--- config.mk ---
export PLATFORM = sky130hd
export DESIGN_NAME = audio_ser_top
export DESIGN_NICKNAME = d
export VERILOG_FILES = /design/src/rtl/audio_ser_pkg.sv /design/src/rtl/audio_ser_sync.sv /design/src/rtl/audio_ser_fmt_latch.sv /design/src/rtl/audio_ser_shifter.sv /design/src/rtl/audio_ser_top.sv
export SDC_FILE = /design/constraint.sdc
export NUM_CORES = 1
export LEC_CHECK = 0
export ABC_AREA = 0
export BUFFER_PORTS_ARGS = -buffer_cell sky130_fd_sc_hd__buf_2
export CAP_MARGIN = 20
export CORE_ASPECT_RATIO = 1.1
export CORE_UTILIZATION = 50
export CTS_CLUSTER_DIAMETER = 30
export CTS_CLUSTER_SIZE = 24
export DETAILED_ROUTE_END_ITERATION = 10
export HOLD_SLACK_MARGIN = 0.03
export PLACE_DENSITY = 0.72
export SLEW_MARGIN = 20
export SYNTH_ARGS = -nofsm -noshare
export SYNTH_HDL_FRONTEND = slang
export SYNTH_SLANG_ARGS = --single-unit
export TNS_END_PERCENT = 20
--- constraint.sdc ---
create_clock -name clk -period 1.92 [get_ports clk]
set_input_delay 0.096 -clock clk [delete_from_list [all_inputs] [get_ports clk]]
set_output_delay 0.096 -clock clk [all_outputs]
set_load 0.05 [all_outputs]
--- src/rtl/audio_ser_pkg.sv ---
package audio_ser_pkg;

    typedef enum logic [1:0] {
        ST_IDLE  = 2'd0,
        ST_DELAY = 2'd1,
        ST_SHIFT = 2'd2,
        ST_PAD   = 2'd3
    } ser_state_t;

endpackage

--- src/rtl/audio_ser_sync.sv ---
module audio_ser_sync #(
    parameter int WIDTH  = 2,
    parameter int STAGES = 2
) (
    input  logic             clk,
    input  logic             rst_n,
    input  logic [WIDTH-1:0] async_in,
    output logic [WIDTH-1:0] sync_out
);

    for (genvar b = 0; b < WIDTH; b++) begin : g_bit
        logic [STAGES-1:0] chain;
        always_ff @(posedge clk or negedge rst_n) begin
            if (!rst_n) begin
                chain <= '0;
            end else begin
                chain <= {chain[STAGES-2:0], async_in[b]};
            end
        end
        assign sync_out[b] = chain[STAGES-1];
    end

endmodule

--- src/rtl/audio_ser_fmt_latch.sv ---
module audio_ser_fmt_latch (
    input  logic clk,
    input  logic rst_n,
    input  logic strap,
    output logic fmt_valid,
    output logic fmt_i2s
);

    always_ff @(posedge clk or negedge rst_n) begin
        if (!rst_n) begin
            fmt_valid <= 1'b0;
            fmt_i2s   <= 1'b0;
        end else if (!fmt_valid) begin
            fmt_valid <= 1'b1;
            fmt_i2s   <= strap;
        end
    end

endmodule

--- src/rtl/audio_ser_shifter.sv ---
module audio_ser_shifter
    import audio_ser_pkg::*;
#(
    parameter int SAMPLE_W = 24
) (
    input  logic                clk,
    input  logic                rst_n,
    input  logic                sclk_s,
    input  logic                lrck_s,
    input  logic                fmt_valid,
    input  logic                fmt_i2s,
    input  logic                pair_valid,
    input  logic [SAMPLE_W-1:0] pair_left,
    input  logic [SAMPLE_W-1:0] pair_right,
    output logic                sdata,
    output ser_state_t          state_o,
    output logic                sclk_ev_o
);

    localparam int CNT_W = $clog2(SAMPLE_W);
    localparam logic [CNT_W-1:0] MSB_IDX = CNT_W'(SAMPLE_W - 1);

    ser_state_t          state, nxt;
    logic                sclk_q;
    logic                lr_q, lr_seen;
    logic                chan_left;
    logic [CNT_W-1:0]    bit_idx;
    logic [SAMPLE_W-1:0] hold_l, hold_r, act_l, act_r;
    logic                ev, lr_edge, slot_left, load;
    logic [SAMPLE_W-1:0] word_now;

    // Event decode: a falling bit-clock edge, and a frame-clock transition seen at that edge
    assign ev        = sclk_q && !sclk_s && fmt_valid;
    assign lr_edge   = ev && lr_seen && (lrck_s != lr_q);
    assign slot_left = fmt_i2s ? !lrck_s : lrck_s;
    assign load      = lr_edge && slot_left;

    always_comb begin
        if (lr_edge) begin
            word_now = slot_left ? hold_l : act_r;
        end else begin
            word_now = chan_left ? act_l : act_r;
        end
    end

    // Next-state logic
    always_comb begin
        nxt = state;
        if (ev) begin
            if (lr_edge) begin
                nxt = fmt_i2s ? ST_DELAY : ST_SHIFT;
            end else begin
                unique case (state)
                    ST_IDLE:  nxt = ST_IDLE;
                    ST_DELAY: nxt = ST_SHIFT;
                    ST_SHIFT: nxt = (bit_idx == '0) ? ST_PAD : ST_SHIFT;
                    ST_PAD:   nxt = ST_PAD;
                endcase
            end
        end
    end

    // State register
    always_ff @(posedge clk or negedge rst_n) begin
        if (!rst_n) begin
            state <= ST_IDLE;
        end else begin
            state <= nxt;
        end
    end

    // Edge tracking and sample capture
    always_ff @(posedge clk or negedge rst_n) begin
        if (!rst_n) begin
            sclk_q  <= 1'b0;
            lr_q    <= 1'b0;
            lr_seen <= 1'b0;
            hold_l  <= '0;
            hold_r  <= '0;
        end else begin
            sclk_q <= sclk_s;
            if (ev) begin
                lr_q    <= lrck_s;
                lr_seen <= 1'b1;
            end
            if (pair_valid) begin
                hold_l <= pair_left;
                hold_r <= pair_right;
            end
        end
    end

    // Output and datapath registers
    always_ff @(posedge clk or negedge rst_n) begin
        if (!rst_n) begin
            sdata     <= 1'b0;
            bit_idx   <= '0;
            chan_left <= 1'b0;
            act_l     <= '0;
            act_r     <= '0;
        end else if (ev) begin
            if (lr_edge) begin
                chan_left <= slot_left;
            end
            if (load) begin
                act_l <= hold_l;
                act_r <= hold_r;
            end
            unique case (nxt)
                ST_IDLE, ST_DELAY, ST_PAD: begin
                    sdata <= 1'b0;
                end
                ST_SHIFT: begin
                    if (lr_edge || state != ST_SHIFT) begin
                        bit_idx <= MSB_IDX;
                        sdata   <= word_now[MSB_IDX];
                    end else begin
                        bit_idx <= bit_idx - 1'b1;
                        sdata   <= word_now[bit_idx - 1'b1];
                    end
                end
            endcase
        end
    end

    assign state_o   = state;
    assign sclk_ev_o = ev;

endmodule

--- src/rtl/audio_ser_top.sv ---
module audio_ser_top
    import audio_ser_pkg::*;
#(
    parameter int SAMPLE_W    = 24,
    parameter int SYNC_STAGES = 2
) (
    input  logic                clk,
    input  logic                rst_n,
    input  logic                sclk_in,
    input  logic                lrck_in,
    input  logic                fmt_strap,
    input  logic                pair_valid,
    input  logic [SAMPLE_W-1:0] pair_left,
    input  logic [SAMPLE_W-1:0] pair_right,
    output logic                sdata_out
);

    logic [1:0] clk_sync;
    logic       fmt_valid, fmt_i2s;
    logic       sclk_ev;
    ser_state_t cur_state;

    audio_ser_sync #(.WIDTH(2), .STAGES(SYNC_STAGES)) u_sync (
        .clk      (clk),
        .rst_n    (rst_n),
        .async_in ({lrck_in, sclk_in}),
        .sync_out (clk_sync)
    );

    audio_ser_fmt_latch u_fmt (
        .clk       (clk),
        .rst_n     (rst_n),
        .strap     (fmt_strap),
        .fmt_valid (fmt_valid),
        .fmt_i2s   (fmt_i2s)
    );

    audio_ser_shifter #(.SAMPLE_W(SAMPLE_W)) u_shift (
        .clk        (clk),
        .rst_n      (rst_n),
        .sclk_s     (clk_sync[0]),
        .lrck_s     (clk_sync[1]),
        .fmt_valid  (fmt_valid),
        .fmt_i2s    (fmt_i2s),
        .pair_valid (pair_valid),
        .pair_left  (pair_left),
        .pair_right (pair_right),
        .sdata      (sdata_out),
        .state_o    (cur_state),
        .sclk_ev_o  (sclk_ev)
    );

endmodule

==> out/metrics.yaml <==
outcome:
  status: "complete, but fails checks"
  violations: "DRC, setup timing"
clocking:
  ctsHtreeMaxLevel: 4
  tritoncts: "done"
  clkTransAtPathRegs_ns: 0.06
  cts-root-buf: "clkbuf_8"
  clock_latency_ns: 0.52
  cts_sinks: 114
  clockBufferDepth: 2
  cts_buffers: 17
drt:
  firstDrtPassIters: 9
  ant_nets: 0
  wl_per_cell_um: 16.8
  num_vias: 4248
  drtIter0Drc: 324
  avgViaCountPerCell: 5.57
  route.detailed.drc: 3
  wirelength_um: 12800
logic_synthesis:
  synth_top_family_by_area: "simple AND/OR/NAND/NOR gates"
  yosys_register_bits: 114
  yosys.area.top_type: "dfrtp_1"
  synth_cells: 477
  synth_edf_count: 0
  ys.flop_type: "dfrtp_1"
  synth_compound_area_share_pct: 9.20
  muxShareOfSynthArea_pct: 13.1
  synth-xor-area-share_pct: 1.52
  synthTopCellsByArea: "dfrtp_1 57%, nand2_1 12%, mux2_2 12%"
  synthAdderAreaFrac_pct: 0.498
  synth_cell_types: 60
  synthesis.nets: 533
  post-synth-top-area-fraction_pct: 56.7
  yosysSeqAreaShare_pct: 56.7
  synth_async_sr_flop_share_pct: 100
  syn-mean-instance-area_sq_um: 10.5
  synth_area_sq_mm: 0.00503
  synthSimpleGateAreaFrac_pct: 16.4
  yosys_warnings: 0
pwr:
  combPwrFrac_pct: 30.7
  pwr-share-clk_pct: 32.8
  vdd_drop_max_mv: 0.755
  p_leak_nw: 3.35
  p_sw_mw: 3.11
  power_density_mw_per_mm2: 1370
  p_total_mw: 9.70
  power_frac_seq_pct: 36.4
  p_int_mw: 6.59
  swShare_pct: 32.0
grt:
  grt_pass1_vias: 4456
  grtUsageTotal_pct: 25.8
  grt_pass1_wl_um: 20800
  overflow: 0
  grt_max_degree: 49
  antenna_found_initial: 0
cells_and_area:
  fin_nets: 685
  area_growth_syn_to_layout_pct: 40.5
  multi_input_area_sq_mm: 0.00219
  mostFrequentLayoutCells: "157 x nand2_1, 112 x dfrtp_1, 53 x buf_2"
  seq_area_sq_mm: 0.00286
  final_cells: 762
  final_common_cell: "nand2_1"
  diodes: 0
  fill_cells: 668
  drive_gt1_share_pct: 34.0
timing:
  fin_skew_ns: 0.00648
  relSlewSlack_pct: 61.5
  whs_ns: 0.124
  max_freq_mhz: 456
  rsz0062_at_grt: "true"
  setup_tns_ns: -0.440
  worstMarginPinSlew_ns: 0.578
  drv_slew: 0
  finalCritPeriodShare_pct: 114
  hold_violations: 0
  layout_setup_ws_ns: -0.274
  setup_viol_count_final: 4
  period_needed_ns: 2.19
critical_path:
  critPathKind: "flop to flop"
  timing.critical_path.buf_inv: 1
  crit_chain: "xnor2_2 -> o21ai_2 -> buf_6 -> o221ai_1 -> o21bai_1 -> o311a_1 -> o311a_1 -> o221ai_2"
  crit_family: "compound AO/OA/AOI/OAI gates"
  cp_common_cell: "o311a_1"
  cp-start-kind: "flop"
  crit_required_ns: 2.36
  cp-end-kind: "flop"
  cp.arrival_ns: 2.63
  path_max_fanout: 7
  slowest_delay_ns: 0.49
  cp_slowest_cell: "dfrtp_2"
min_path:
  worstHoldPathType: "input pin to asynchronous set/reset pin"
floorplanning:
  dieArea_sq_mm: 0.0105
  core_sq_mm: 0.00984
  initial_utilization_pct: 51.1
  rows: 38
  die_y_um: 107
  io_pins: 55
  die_w_um: 97.6
placed_design:
  port_buffers: 54
  dp_cells: 671
  place.gp.congestion: 0.968
  dp_slack_ns: -0.398
  dp_hpwl_um: 7850
run:
  cap_violations: 0
## timing repair
action	in CTS	in global routing
cloned	0	0
endpoints found under the setup margin	6	4
hold buffers	52	0
buffers inserted	6	1
gates resized for setup	11	9
endpoints found under the hold margin	124	0
pin swaps	7	4
## synth_stat cells, types with 2 or more instances
master / count
a21oi_1: 4
a221o_1: 2
a221oi_1: 2
a311oi_1: 2
buf_1: 6
buf_2: 2
clkbuf_1: 18
dfrtp_1: 114
ha_1: 2
inv_1: 4
mux2_2: 52
mux2i_1: 5
nand2_1: 159
nand3_1: 8
nor2_1: 17
nor2b_1: 2
nor3_1: 5
o211ai_1: 6
o21ai_0: 11
o221ai_1: 7
o22a_1: 2
o22ai_1: 3
o311a_1: 3
xnor2_1: 4
xor2_2: 2
## worst paths after layout
check / startpoint / end / slack, ns / cells past startpoint
max in group asynchronous: rst_n / u_shift.hold_l[11] / 1.17 / 3
max reg2reg: u_sync.g_bit[1].chain[1] / u_shift.sdata / -0.27 / 8
min: rst_n / u_sync.g_bit[0].chain[0] / 0.12 / 2
min in group clk: pair_valid / u_shift.hold_r[0] / 0.16 / 3
max: u_sync.g_bit[1].chain[1] / u_shift.sdata / -0.27 / 8
min reg2reg: u_sync.g_bit[1].chain[0] / u_sync.g_bit[1].chain[1] / 0.36 / 0
## logic make-up (layout without fill, tap and decap cells)
family | count (synthesis) | in the layout
AOI/OAI and AO/OA | 60 | 60
xor gates and xnor gates | 7 | 7
adders and majority gates | 2 | 2
buffers and inverters | 32 | 197
DFF | 114 | 114
muxes | 58 | 58
other | 1 | 1
and+or+nand+nor | 203 | 203
## per-stage QoR
stage                     util [%]  area [sq um]
after CTS                     71.2          7010
after global routing          71.8          7070
after detailed placement      58.9          5790
after floorplan                  -          5100
final                         71.8          7070
after global placement        58.9          5790
## metal layers
metal  up-vias  share of wire, %  global-route usage [%]
li1       1941                 -                       -
met1      2118                40                    30.4
met2       149                52                    44.5
met3        40               4.2                    5.74
met4         0               3.1                    13.2
met5         -                 0                       0
## registers in the layout, indices dropped and copies added (netlist names), 2 cells and up
signal / flops
u_shift.act_l: 24
u_shift.act_r: 24
u_shift.bit_idx: 5
u_shift.hold_l: 24
u_shift.hold_r: 24
u_shift.state_o: 2
u_sync.g_bit.chain: 4
## power groups by stage
stage / Sequential (mW) / Clock (mW) / Combinational (mW)
3_3_place_gp: 3.51 / 0 / 2.56
5_1_grt: 3.60 / 3.32 / 3.24
3_5_place_dp: 3.51 / 0 / 2.63
4_1_cts: 3.50 / 3.22 / 2.83
2_1_floorplan: 3.38 / 0 / 1.70
6_report: 3.53 / 3.18 / 2.98
## final cells by class
type | count | share of cell area [%]
clock inverters | 12 | 2.30
inverters | 5 | 0.283
clock buffers | 20 | 6.16
multi-input cells | 331 | 30.9
repair buffers | 160 | 17.8
well taps | 120 | 2.13
flip-flops and latches | 114 | 40.4
No activity file was read; power rests on OpenSTA's default activity.
